$ cat src/rtl/cnt64_pkg.sv
// Shared constants for the latched counter: register offsets and
// request bit positions. Assumes byte offsets on the register bus.
package cnt64_pkg;
    localparam logic [7:0] ADR_CTRL    = 8'hA0;
    localparam logic [7:0] ADR_SNAP_LO = 8'hA4;
    localparam logic [7:0] ADR_SNAP_HI = 8'hA8;

    // request bit positions inside the control register
    localparam int unsigned CTL_CLR_BIT   = 0;
    localparam int unsigned CTL_LATCH_BIT = 1;
    localparam int unsigned NUM_REQ       = 2;

    typedef enum logic [1:0] {
        SEL_NONE,
        SEL_CTRL,
        SEL_LO,
        SEL_HI
    } reg_sel_e;
endpackage

$ cat src/rtl/cnt64_req_track.sv
// One self-clearing request bit. A start while idle raises busy and
// arms a countdown of LAT cycles; fire pulses in the last busy cycle,
// and busy drops at that edge. Starts while busy are ignored.
// Assumes LAT >= 1.
module cnt64_req_track #(
    parameter int unsigned LAT = 3
) (
    input  logic clk,
    input  logic rst_n,
    input  logic start,
    output logic busy,
    output logic fire
);
    localparam int unsigned CW = (LAT > 1) ? $clog2(LAT) : 1;

    logic [CW-1:0] remain;

    assign fire = busy && (remain == '0);

    // arm, count down and retire the request
    always_ff @(posedge clk) begin
        if (!rst_n) begin
            busy   <= 1'b0;
            remain <= '0;
        end else if (fire) begin
            busy   <= 1'b0;
        end else if (start && !busy) begin
            busy   <= 1'b1;
            remain <= CW'(LAT - 1);
        end else if (busy) begin
            remain <= remain - 1'b1;
        end
    end

    // checker: consecutive busy cycles, bounded by LAT
    logic [CW:0] age;
    always_ff @(posedge clk) begin
        if (!rst_n || !busy) age <= '0;
        else                 age <= age + 1'b1;
    end

    p_busy_bound_r3: assert property (@(posedge clk) disable iff (!rst_n)
        busy |-> (age < (CW+1)'(LAT)));
    p_fire_ends_r3: assert property (@(posedge clk) disable iff (!rst_n)
        fire |=> !busy);
    p_start_arms_r3: assert property (@(posedge clk) disable iff (!rst_n)
        (start && !busy) |=> busy);
    p_no_restart_r9: assert property (@(posedge clk) disable iff (!rst_n)
        (busy && !fire) |=> (busy && remain == $past(remain) - 1'b1));
endmodule

$ cat src/rtl/cnt64_core.sv
// Counter and snapshot storage. The count clears on clr_fire (which
// beats a tick) and otherwise rises on tick. On lat_fire the snapshot
// takes the pre-edge count, or zero when a clear fires in the same
// cycle. Assumes the fire inputs are single-cycle pulses.
module cnt64_core #(
    parameter int unsigned CNT_W = 64
) (
    input  logic             clk,
    input  logic             rst_n,
    input  logic             tick,
    input  logic             clr_fire,
    input  logic             lat_fire,
    output logic [CNT_W-1:0] snap
);
    logic [CNT_W-1:0] count;

    // free-running count with clear priority
    always_ff @(posedge clk) begin
        if (!rst_n)        count <= '0;
        else if (clr_fire) count <= '0;
        else if (tick)     count <= count + 1'b1;
    end

    // snapshot capture, clear ordered before latch
    always_ff @(posedge clk) begin
        if (!rst_n)        snap <= '0;
        else if (lat_fire) snap <= clr_fire ? '0 : count;
    end

    p_inc_r2: assert property (@(posedge clk) disable iff (!rst_n)
        (tick && !clr_fire) |=> (count == $past(count) + 1'b1));
    p_hold_r2: assert property (@(posedge clk) disable iff (!rst_n)
        (!tick && !clr_fire) |=> $stable(count));
    p_clear_zero_r3: assert property (@(posedge clk) disable iff (!rst_n)
        clr_fire |=> (count == '0));
    p_latch_copy_r4: assert property (@(posedge clk) disable iff (!rst_n)
        (lat_fire && !clr_fire) |=> (snap == $past(count)));
    p_snap_hold_r5: assert property (@(posedge clk) disable iff (!rst_n)
        !lat_fire |=> $stable(snap));
    p_both_zero_r6: assert property (@(posedge clk) disable iff (!rst_n)
        (lat_fire && clr_fire) |=> (snap == '0));
    p_wrap_r7: assert property (@(posedge clk) disable iff (!rst_n)
        (tick && !clr_fire && (&count)) |=> (count == '0));
endmodule

$ cat src/rtl/cnt64_latch_top.sv
// Register front end of the latched counter. Decodes the control and
// snapshot offsets, starts one request tracker per control bit, and
// returns combinational read data. The counter is 2*WORD_W wide and
// is seen only through the snapshot. Assumes WORD_W >= NUM_REQ + 1.
module cnt64_latch_top #(
    parameter int unsigned WORD_W   = 32,
    parameter int unsigned ADDR_W   = 8,
    parameter int unsigned SYNC_LAT = 3
) (
    input  logic              clk,
    input  logic              rst_n,
    input  logic              tick_en,
    input  logic              bus_sel,
    input  logic              bus_wr,
    input  logic [ADDR_W-1:0] bus_addr,
    input  logic [WORD_W-1:0] bus_wdata,
    output logic [WORD_W-1:0] bus_rdata
);
    import cnt64_pkg::*;

    localparam int unsigned CNT_W = 2 * WORD_W;

    reg_sel_e           hit;
    logic               wr_ctrl;
    logic [NUM_REQ-1:0] req_start;
    logic [NUM_REQ-1:0] req_busy;
    logic [NUM_REQ-1:0] req_fire;
    logic [CNT_W-1:0]   snap;
    logic               unused_wdata_hi;

    // address decode to a register select
    always_comb begin
        if (bus_addr == ADDR_W'(ADR_CTRL))         hit = SEL_CTRL;
        else if (bus_addr == ADDR_W'(ADR_SNAP_LO)) hit = SEL_LO;
        else if (bus_addr == ADDR_W'(ADR_SNAP_HI)) hit = SEL_HI;
        else                                       hit = SEL_NONE;
    end

    assign wr_ctrl         = bus_sel && bus_wr && (hit == SEL_CTRL);
    assign unused_wdata_hi = ^bus_wdata[WORD_W-1:NUM_REQ];

    // one tracker per request bit
    generate
        for (genvar g = 0; g < NUM_REQ; g++) begin : g_req
            assign req_start[g] = wr_ctrl && bus_wdata[g];
            cnt64_req_track #(.LAT(SYNC_LAT)) u_trk (
                .clk   (clk),
                .rst_n (rst_n),
                .start (req_start[g]),
                .busy  (req_busy[g]),
                .fire  (req_fire[g])
            );
        end
    endgenerate

    cnt64_core #(.CNT_W(CNT_W)) u_core (
        .clk      (clk),
        .rst_n    (rst_n),
        .tick     (tick_en),
        .clr_fire (req_fire[CTL_CLR_BIT]),
        .lat_fire (req_fire[CTL_LATCH_BIT]),
        .snap     (snap)
    );

    // read data multiplexer, unmapped offsets read zero
    always_comb begin
        bus_rdata = '0;
        case (hit)
            SEL_CTRL: bus_rdata[NUM_REQ-1:0] = req_busy;
            SEL_LO:   bus_rdata = snap[WORD_W-1:0];
            SEL_HI:   bus_rdata = snap[CNT_W-1:WORD_W];
            default:  bus_rdata = '0;
        endcase
    end

    p_ctrl_idle_r1: assert property (@(posedge clk) disable iff (!rst_n)
        (bus_sel && bus_wr && hit != SEL_CTRL && req_busy == '0) |=> (req_busy == '0));
    p_zero_write_r9: assert property (@(posedge clk) disable iff (!rst_n)
        (wr_ctrl && bus_wdata[NUM_REQ-1:0] == '0 && req_busy == '0) |=> (req_busy == '0));
    p_snap_read_r8: assert property (@(posedge clk) disable iff (!rst_n)
        (bus_sel && !bus_wr && hit == SEL_LO && req_fire[CTL_LATCH_BIT] == 1'b0)
            |=> $stable(snap));
endmodule

$ cat config.mk
export PLATFORM = sky130hd
export DESIGN_NAME = cnt64_latch_top
export DESIGN_NICKNAME = d
export VERILOG_FILES = /design/src/rtl/cnt64_pkg.sv /design/src/rtl/cnt64_req_track.sv /design/src/rtl/cnt64_core.sv /design/src/rtl/cnt64_latch_top.sv
export SDC_FILE = /design/constraint.sdc
export NUM_CORES = 1
export LEC_CHECK = 0
export ABC_AREA = 1
export ABC_CLOCK_PERIOD_IN_PS = 2800
export BUFFER_PORTS_ARGS = -buffer_cell sky130_fd_sc_hd__buf_2
export CAP_MARGIN = 0
export CORE_MARGIN = 2
export CORE_UTILIZATION = 55
export DETAILED_ROUTE_END_ITERATION = 10
export PLACE_DENSITY = 0.76
export SLEW_MARGIN = 0
export SYNTH_ARGS = -nofsm -noshare
export SYNTH_HDL_FRONTEND = slang
export SYNTH_SLANG_ARGS = --single-unit
$ cat constraint.sdc
create_clock -name clk -period 2.8 [get_ports clk]
set_input_delay 0.14 -clock clk [delete_from_list [all_inputs] [get_ports clk]]
set_output_delay 0.14 -clock clk [all_outputs]
set_load 0.03 [all_outputs]
==> summary.md, run 1 <==
| Metric | Value |
|---|---|
| Outcome | `complete, no violations` |
| Reg2reg path depth | `8` |
| TNS Setup | `0 ps` |
| Fin nets | `1118` |
| Worst path required time | `~3100 ps` |
| Headroom to the max-slew limit | `54.2%` |
| Reg clk slew, reported paths | `~60 ps` |
| Die area | `between 10000 and 15000 µm²` |
| Initial drt markers | `around 760` |
| Worst-Margin Slew | `687 ps` |
| Sequential share of the synthesized area | `39.1%` |
| Total gr overflow | `0` |
| CP Capture Point | `u_core.count[56]` |
| Worst path slowest cell | `dfxtp_1` |
| Max cap viols | `0` |
| Initial core utilization | `approximately 57%` |
| RSZ-0062 raised after global routing | `false` |
| Min-delay worst type | `in2reg` |
| # IOs | `77` |
| Area grow syn2layout | `15.4%` |
| Die Y | `116 µm` |
| H-tree levels | `4` |
| Post-DP Area | `between 7000 and 8000 µm²` |
| Average wire per standard cell | `about 16 µm` |
| Final Max Tran Viols | `0` |
| Vias in the first global route | `~6100` |
| Clock buffer depth | `2` |
| Site Rows | `40` |
| Ys async rst share | `0%` |
| WS Path Type | `reg2reg` |
| Synth area leaders | `dfxtp_1 39%, nand2_1 18%, nor2_1 8.6%` |
| Worst Path Arrival | `2150 ps` |
| Crit-path max cell delay | `approximately 480 ps` |
| CTS root buffer | `clkbuf_16` |
| PwrDens | `about 570 nW/µm²` |
| Final Skew | `slightly above 8 ps` |
| Peak supply drop | `about 0.00031 V` |
| Synth Warn # | `0` |
| Area fraction of the dominant cell type after synthesis | `between 30 and 40%` |
| Reg2reg setup slack | `970 ps` |
| Core Footprint | `12100 µm²` |
| Max Clk Rate | `roughly 550 MHz` |
| Crit. path cell count | `8` |
| Initial antenna violation count | `0` |
| Final setup vio count | `0` |
| Clk sink count | `approximately 130` |
| Gpl congestion | `0.982` |
| Buffers and inverters on the worst path | `1` |
| Port bufs | `46` |
| Antenna Nets Post-Route | `0` |
| Post-layout min period | `approximately 1800 ps` |
| Drt via density | `around 5.5` |
| Worst setup path startpoint | `u_core.count[0]` |
| Largest net degree at the start of global routing | `slightly below 70` |
| Post-synth EDFFs | `0` |
| Leading area contributor after synthesis | `dfxtp_1` |
| Crit-path cells | `ha_1, inv_1, nor2_1, nand3_1, nor2_4, nand3_1, o21ai_1, nor2_1` |
| DRC | `0` |
| Pre-antenna DRT Iters | `6` |
| Antenna diode count | `0` |
| Synth Instances | `between 1000 and 1500` |
| Fin area | `between 7000 and 8000 µm²` |
| CTS Buf Count | `17` |
| Count of cell types in the netlist | `34` |
| Clock Latency Late Sink | `430 ps` |
| Ys flop type | `dfxtp_1` |
| Die X | `about 120 µm` |
| Routed vias | `slightly below 7000` |
| CTS tree | `yes` |
| Worst setup SP type | `register` |
| Reg2reg end | `u_core.count[56]` |
| Share of layout cells above drive strength 1 | `13.0%` |
| Register bit count reported by yosys | `around 130` |
| Worst reg2reg startpoint | `u_core.count[0]` |
| Mean Syn Cell Area | `about 6.7 µm²` |
| Most common cell after layout, fill and taps aside | `nand2_1` |
| Global Route Usage Sum | `approximately 31%` |
| Period Utilization, post-route | `65.4%` |
| Worst hold path depth | `4` |
| CP Max Fanout | `9` |
| LEAKAGE | `between 2 and 3 nW` |
| Post-Route WL | `a little under 20000 µm` |
| Most frequent cells in the layout | `323 x nand2_1, 154 x nor2_1, 134 x dfxtp_1` |
| Worst path top cell family by delay | `simple AND/OR/NAND/NOR gates` |
| Hold violation count in the final report | `0` |
| Post-DP HPWL | `approximately 14000 µm` |
| First-pass GRT wire length | `31600 µm` |
| Post-cts sizing count | `0` |
| Synth Net Count | `~1100` |
| Mapped Area | `slightly below 7000 µm²` |
| Setup crit end kind | `register` |
## cells in the mapped netlist (2+ instances only)
cell type and n:
nand3b_1 7, nor2_1 157, nand2_2 10, nand4_1 16
nor2_8 4, nor2_2 15, xor2_1 6, nand2_4 4
o21ai_0 16, ha_1 3, nand2_1 324, nand3_1 46
o21ai_1 3, o21a_1 3, dfxtp_1 134, nor2_4 9
inv_2 8, buf_2 9, clkbuf_1 22, o21bai_2 2
nor3_1 5, nand3_4 2, a22o_1 30, inv_1 79
a21oi_1 107
## registers in the layout, indices dropped and copies added, names as in the netlist
name and flops:
u_core.count 64, g_req.u_trk.busy 2, g_req.u_trk.remain 4, u_core.snap 64
## kinds of logic (layout without fill, tap and decap cells)
family	Yosys count	in the layout	share of synthesized area [%]
buffers and inverters	119	171	6.68
flip-flops	134	134	39.1
AO/OA/AOI/OAI	164	164	14.0
adder cells (fa/ha/maj)	3	3	0.547
AND/OR/NAND/NOR	603	603	38.8
XOR/XNOR	7	7	0.894
## metrics by stage
stage	std cells	hold slack, ps	setup WS, ps	utilization (%)	power, mW
floorplan	1030	278	1280	-	2.00
global placement	1218	428	1030	59.8	2.03
detailed placement	1218	435	987	59.8	2.03
CTS	1250	113	977	65.4	4.55
global route	1250	131	777	65.4	4.64
finish	1250	129	970	65.4	4.53
## worst register-to-register path, stage by stage (launching register included)
cell and delay, ps:
dfxtp_1 480, ha_1 300, inv_1 60, nor2_1 140
nand3_1 160, nor2_4 250, nand3_1 150, o21ai_1 140
nor2_1 50
## layer usage
layer  vias up  global-route usage, %  wire length (µm)  share of wire (%)
met3        37                   6.43              1860                9.4
met5         -                      0                 0                  0
met1      3089                   43.3              8680                 44
met4         0                   10.9               452                2.3
li1       3399                      -                 -                  -
met2       294                   48.0              8830                 45
## cell type report
| class | count | area [µm²] |
|---|---|---|
| fillers | 1133 | 4190 |
| multi-input cells | 777 | 3730 |
| flip-flops and latches | 134 | 2680 |
| clock buffers | 19 | 443 |
| inverters | 87 | 327 |
| repair buffers | 53 | 298 |
| clock inverters | 12 | 224 |
| well taps | 168 | 210 |
## worst min path at each step
stage	start	end	slack (ps)
CTS	bus_wdata[1]	g_req[1].u_trk.busy	110
global route	tick_en	u_core.count[0]	130
finish	bus_wdata[1]	g_req[1].u_trk.busy	130
global placement	rst_n	g_req[0].u_trk.remain[0]	430
detailed placement	rst_n	g_req[1].u_trk.remain[0]	430
floorplan	rst_n	g_req[0].u_trk.remain[0]	280
## power by group
| group | internal (mW) | switching (mW) | leakage (nW) |
|---|---|---|---|
| clock network | 1.69 | 0.844 | 0.324 |
| logic | 0.0219 | 0.0564 | 1.52 |
| registers | 1.91 | 0.00535 | 1.08 |
## what timing repair did
action,CTS,global route
hold endpoints to repair,1,0
hold buffers,1,0
setup buffers,0,0
endpoints found under the setup margin,0,0
Power figures use the tool's default switching activity.
==> inputs of run 2 (changes only) <==
--- a/config.mk
+++ b/config.mk
@@ -6,7 +6,7 @@
 export NUM_CORES = 1
 export LEC_CHECK = 0
 export ABC_AREA = 1
-export ABC_CLOCK_PERIOD_IN_PS = 2800
+export ABC_CLOCK_PERIOD_IN_PS = 1850
 export BUFFER_PORTS_ARGS = -buffer_cell sky130_fd_sc_hd__buf_2
 export CAP_MARGIN = 0
 export CORE_MARGIN = 2
==> constraint.sdc (replaced) <==
create_clock -name clk -period 1.85 [get_ports clk]
set_input_delay 0.0925 -clock clk [delete_from_list [all_inputs] [get_ports clk]]
set_output_delay 0.0925 -clock clk [all_outputs]
set_load 0.03 [all_outputs]
==> summary.md, run 2 (same netlist as run 1, synthesis figures left out) <==
| Metric | Value |
|---|---|
| Outcome | `complete, no violations` |
| RSZ-0062 raised after global routing | `false` |
| Post-CTS Repair Setup Buffers | `0` |
| CP Max Fanout | `5` |
| First-pass GRT wire length | `about 32000 µm` |
| Pre-antenna DRT Iters | `5` |
| Reg2reg setup slack | `90 ps` |
| Global Route Usage Sum | `between 30% and 40%` |
| Die Y | `116 µm` |
| Die area | `around 13000 µm²` |
| Core Footprint | `around 12000 µm²` |
| Gpl congestion | `a little over 1` |
| Crit-path cells | `nand2_1, nor2_2, nand2_1, nor2_1, nand2_1, o21ai_0, a21oi_1` |
| Min-delay worst type | `in2reg` |
| Peak supply drop | `~0.00059 V` |
| Final Skew | `~8.4 ps` |
| # IOs | `77` |
| Worst Path Arrival | `between 2000 and 2500 ps` |
| Initial drt markers | `just under 800` |
| Post-layout min period | `around 1800 ps` |
| Worst setup path startpoint | `u_core.count[24]` |
| Sequential cell area | `between 2000 and 3000 µm²` |
| Largest registers | `u_core.count: 64 flops, u_core.snap: 64 flops, g_req.u_trk.remain: 4 flops` |
| Antenna Nets Post-Route | `0` |
| Reg clk slew, reported paths | `60 ps` |
| Clk sink count | `around 130` |
| Multi-input logic area | `3750 µm²` |
| Post-DP Area | `7500 µm²` |
| Setup crit end kind | `register` |
| Initial antenna violation count | `0` |
| Hold violation count in the final report | `0` |
| Worst path slowest cell | `dfxtp_1` |
| DRC | `0` |
| Worst path required time | `2120 ps` |
| Port bufs | `between 40 and 50` |
| Post-route worst setup slack | `between 90 and 100 ps` |
| CTS tree | `yes` |
| Area grow syn2layout | `19.2%` |
| WS Path Type | `reg2reg` |
| PwrDens | `roughly 800 nW/µm²` |
| Reg2reg end | `u_core.count[39]` |
| CP Capture Point | `u_core.count[39]` |
| Post-Route WL | `around 21000 µm` |
| Total gr overflow | `0` |
| Crit-path most repeated cell | `nand2_1` |
| Worst reg2reg startpoint | `u_core.count[24]` |
| Most frequent cells in the layout | `323 x nand2_1, 149 x nor2_1, 132 x dfxtp_1` |
| Routed vias | `between 7000 and 8000` |
| Drt via density | `5.50` |
| Final Max Tran Viols | `0` |
| Most common cell after layout, fill and taps aside | `nand2_1` |
| Share of layout cells above drive strength 1 | `16.0%` |
| CTS Buf Count | `17` |
| Worst-Margin Slew | `between 600 and 700 ps` |
| LEAKAGE | `a little over 3 nW` |
| Post-DP HPWL | `~15000 µm` |
| Clock buffer depth | `2` |
| Max Clk Rate | `570 MHz` |
| Headroom to the max-slew limit | `a little over half` |
| Clock Latency Late Sink | `between 400 and 500 ps` |
| Site Rows | `40` |
| Largest net degree at the start of global routing | `69` |
| Crit-path max cell delay | `roughly 460 ps` |
| Worst setup SP type | `register` |
| TNS Setup | `0 ps` |
| Post-place setup slack | `167 ps` |
| H-tree levels | `4` |
| Antenna diode count | `0` |
| Fin area | `8180 µm²` |
| Average wire per standard cell | `roughly 16 µm` |
| CTS root buffer | `clkbuf_16` |
| Die X | `116 µm` |
| Reg2reg path depth | `7` |
| Filler Cells Inserted | `1083` |
| Period Utilization, post-route | `about 95%` |
| Initial core utilization | `56.6%` |
| Fin nets | `1149` |
| Max cap viols | `0` |
| Vias in the first global route | `between 6000 and 7000` |
| Final setup vio count | `0` |
==> run 2: cell types whose count changed in the layout (fill, tap and decap cells not counted), sizes merged <==
cell         previous run  this run
buf                    52        82
dlygate4sd3             1         2
bufinv                  6         4
clkinv                  3         1
clkinvlp                1         3
clkbuf                 19        22
==> run 2: area by class of cell <==
class,count,share of cell area [%]
multi-input cells,777,45.9
flip-flops and latches,134,32.8
repair buffers,84,6.98
clock buffers,22,5.68
inverters,87,3.99
well taps,168,2.57
clock inverters,10,2.07
==> run 2: worst min path at each step <==
stage / from / to / cells after the start
floorplan: rst_n / g_req[0].u_trk.remain[0] / 2
global placement: rst_n / g_req[1].u_trk.remain[0] / 3
detailed placement: rst_n / g_req[1].u_trk.remain[0] / 3
CTS: bus_wdata[1] / g_req[1].u_trk.busy / 4
global route: bus_wdata[1] / g_req[1].u_trk.busy / 4
finish: bus_wdata[1] / g_req[1].u_trk.busy / 4
==> run 2: report_power, final <==
part	switching, mW	total (mW)	internal [mW]
Clock	1.28	3.62	2.34
Sequential	0.00309	2.89	2.89
Combinational	0.0951	0.138	0.0426
Total	1.38	6.65	5.27
==> run 2: critical path: cells and delay by family (launching register included) <==
family / cells / cell delay, ps
compound gates: 2 / 370
simple gates: 5 / 790
flops: 1 / 460
==> run 2: what timing repair did <==
| item | CTS | global route |
|---|---|---|
| gates resized for setup | 0 | 8 |
| hold buffers | 2 | 0 |
| endpoints found under the hold margin | 3 | 0 |
| endpoints found under the setup margin | 0 | 11 |
==> run 2: routing by layer <==
layer,global-route usage [%],up-vias,wire length (µm)
met5,0,-,0
met4,11.2,0,505
met3,6.80,41,1770
met2,50.4,318,9290
met1,43.4,3241,9070
li1,-,3456,-
==> run 2: through the flow <==
step           cells  total power, mW  util [%]  hold WS (ps)
5_1_grt         1282             6.82      67.5          94.0
3_5_place_dp    1248             3.09      62.0           377
3_3_place_gp    1248             3.09      62.0           382
6_report        1282             6.65      67.5          82.0
4_1_cts         1282             6.67      67.4          73.7
2_1_floorplan   1030             3.03         -           231
==> inputs of run 3 (changes only) <==
--- a/config.mk
+++ b/config.mk
@@ -5,12 +5,12 @@
 export SDC_FILE = /design/constraint.sdc
 export NUM_CORES = 1
 export LEC_CHECK = 0
-export ABC_AREA = 1
 export ABC_CLOCK_PERIOD_IN_PS = 1850
 export BUFFER_PORTS_ARGS = -buffer_cell sky130_fd_sc_hd__buf_2
 export CAP_MARGIN = 0
 export CORE_MARGIN = 2
 export CORE_UTILIZATION = 55
+export CTS_CLUSTER_SIZE = 30
 export DETAILED_ROUTE_END_ITERATION = 10
 export PLACE_DENSITY = 0.76
 export SLEW_MARGIN = 0
==> summary.md, run 3 <==
| Metric | Value |
|---|---|
| Ys flop type | `dfxtp_1` |
| Core Footprint | `between 10000 and 15000 µm²` |
| Worst path required time | `2320 ps` |
| Hold violation count in the final report | `0` |
| Pre-antenna DRT Iters | `6` |
| H-tree levels | `4` |
| LEAKAGE | `around 3.3 nW` |
| Drt via density | `slightly above 6` |
| Clk sink count | `134` |
| Synth Warn # | `0` |
| Final setup vio count | `38` |
| Clock buffer depth | `2` |
| Worst path slowest cell | `or4_4` |
| Outcome | `complete, but fails checks` |
| Count of cell types in the netlist | `41` |
| Max cap viols | `0` |
| Total gr overflow | `0` |
| Reg clk slew, reported paths | `roughly 60 ps` |
| Post-DP Area | `~7500 µm²` |
| WS Path Type | `reg2reg` |
| Clock network power share | `~51%` |
| Post-Route WL | `~20000 µm` |
| CTS root buffer | `clkbuf_8` |
| Reg2reg path depth | `5` |
| Die X | `109 µm` |
| Failing checks | `setup timing` |
| PwrDens | `~720 nW/µm²` |
| Most frequent cells in the layout | `140 x buf_4, 113 x dfxtp_1, 66 x nor2b_1` |
| Synth Instances | `around 700` |
| Initial antenna violation count | `0` |
| Vias in the first global route | `approximately 6100` |
| Mean Syn Cell Area | `between 8 and 9 µm²` |
| Sw Ratio | `approximately a fifth` |
| Post-synth EDFFs | `0` |
| CP Max Fanout | `6` |
| Post-route worst setup slack | `-364 ps` |
| Register bit count reported by yosys | `134` |
| CP Capture Point | `u_core.count[57]` |
| Int Power | `between 4 and 5 mW` |
| Period Utilization, post-route | `120%` |
| Final Core Density | `between 70% and 80%` |
| Filler Cells Inserted | `slightly below 700` |
| Sequential share of the synthesized area | `between 40% and 50%` |
| Final Skew | `between 8 and 9 ps` |
| Gpl congestion | `slightly above 1` |
| Post-layout min period | `between 2000 and 2500 ps` |
| # IOs | `77` |
| Average wire per standard cell | `19.3 µm` |
| Crit-path max cell delay | `590 ps` |
| Global Route Usage Sum | `33.2%` |
| Hold slack | `between 50 and 60 ps` |
| Antenna Nets Post-Route | `0` |
| Routed vias | `6330` |
| Leading area contributor after synthesis | `dfxtp_1` |
| Worst setup path startpoint | `u_core.count[1]` |
| Seq pwr share | `approximately 47%` |
| Crit-path cells | `nand4_1, or4_4, or4_4, or3_1, a21oi_1` |
| Commonest cells post-synth | `134 x dfxtp_1, 66 x nor2b_1, 64 x a22oi_1` |
| Initial core utilization | `between 50 and 60%` |
| Fin area | `roughly 8500 µm²` |
| Largest registers | `u_core.count: 64 flops, u_core.snap: 64 flops, g_req.u_trk.remain: 4 flops` |
| Min-delay worst type | `in2reg` |
| Headroom to the max-slew limit | `about 70%` |
| CTS tree | `yes` |
| Max Clk Rate | `about 450 MHz` |
| Die area | `between 10000 and 15000 µm²` |
| Most common cell in the netlist | `dfxtp_1` |
| Antenna diode count | `0` |
| Gate power share | `under 10%` |
| Crit-path most repeated cell | `or4_4` |
| Synth area leaders | `dfxtp_1 44%, a22oi_1 7.9%, nor2b_1 6.8%` |
| NetSw | `around 1.3 mW` |
| Area fraction of the dominant cell type after synthesis | `44.0%` |
| Worst reg2reg startpoint | `u_core.count[1]` |
| CTS Buf Count | `17` |
| Setup crit end kind | `register` |
| Site Rows | `38` |
| Area grow syn2layout | `39.4%` |
| Most common cell after layout, fill and taps aside | `buf_4` |
| RSZ-0062 raised after global routing | `true` |
| DRC | `0` |
| Fin nets | `923` |
| Die Y | `about 110 µm` |
| Ys async rst share | `0%` |
| Final Max Tran Viols | `0` |
| Worst setup SP type | `register` |
| Synth Net Count | `736` |
| Share of layout cells above drive strength 1 | `~33%` |
| Mapped Area | `~6000 µm²` |
| Peak supply drop | `0.000753 V` |
| Port bufs | `46` |
| Reg2reg setup slack | `-360 ps` |
| Largest net degree at the start of global routing | `66` |
| Post-DP HPWL | `13300 µm` |
| First-pass GRT wire length | `just over 30000 µm` |
| Reg2reg end | `u_core.count[57]` |
| Post-place setup slack | `-308 ps` |
| Worst Path Arrival | `roughly 2700 ps` |
| Initial drt markers | `about 850` |
| Clock Latency Late Sink | `approximately 530 ps` |
| Worst-Margin Slew | `470 ps` |
[run 3: worst min-delay path by stage]
stage            startpoint                        to  slack [ps]  cells after the start
5_1_grt             tick_en           u_core.count[0]          40                      4
3_3_place_gp   bus_wdata[0]  g_req[0].u_trk.remain[1]         390                      3
2_1_floorplan  bus_wdata[0]  g_req[0].u_trk.remain[1]         270                      2
3_5_place_dp   bus_wdata[1]  g_req[1].u_trk.remain[1]         400                      3
6_report            tick_en           u_core.count[1]          50                      4
4_1_cts             tick_en           u_core.count[1]          20                      4
[run 3: power groups by stage]
| stage | clock network, mW | logic [mW] | registers (mW) |
|---|---|---|---|
| 5_1_grt | 3.26 | 0.150 | 2.89 |
| 3_5_place_dp | 0 | 0.126 | 2.95 |
| 3_3_place_gp | 0 | 0.119 | 2.95 |
| 6_report | 3.11 | 0.140 | 2.89 |
| 4_1_cts | 3.14 | 0.136 | 2.89 |
| 2_1_floorplan | 0 | 0.0730 | 2.96 |
[run 3: layout make-up]
| cell class | count | area (µm²) | share of cell area [%] |
|---|---|---|---|
| well taps | 140 | 175 | 2.06 |
| clock buffers | 25 | 494 | 5.81 |
| multi-input cells | 500 | 3450 | 40.6 |
| clock inverters | 4 | 45.0 | 0.529 |
| inverters | 12 | 45.0 | 0.529 |
| repair buffers | 210 | 1580 | 18.6 |
| flip-flops and latches | 134 | 2710 | 31.9 |
[run 3: logic make-up (layout without fill, tap and decap cells)]
kind of cell	count (synthesis)	after routing	share of synthesized area, %
compound gates	152	152	17.3
flops	134	134	44.0
buf+inv	54	251	3.34
simple gates	298	298	27.8
fa+ha+maj	3	3	0.615
mux	8	8	1.33
xor+xnor	39	39	5.60
[run 3: worst max-delay path, delay by kind of cell (launching register included)]
family | cells | cell delay [ps]
AO/OA/AOI/OAI | 1 | 130
flip-flops | 1 | 340
AND/OR/NAND/NOR | 4 | 1680
[run 3: repair_timing]
action                                 4_1_cts  5_1_grt
setup endpoints to repair                   47       45
hold buffers                                 2        0
endpoints found under the hold margin        6        0
gates cloned                                 1        0
pin swaps                                   31       20
resized for setup                           37       27
setup buffers                               18        7
[run 3: per-stage QoR]
stage	setup TNS, ps	cells	power [mW]
4_1_cts	-2820	1023	6.17
6_report	-5490	1025	6.15
3_3_place_gp	-3340	973	3.07
2_1_floorplan	-1530	688	3.03
5_1_grt	-7850	1025	6.30
3_5_place_dp	-5240	973	3.08
[run 3: routing by layer]
metal,vias to the layer above,track usage (%),share of wire (%)
li1,2878,-,-
met1,3075,40.6,40
met2,312,54.1,48
met3,65,7.88,7.6
met4,0,17.5,4.1
met5,-,0,0
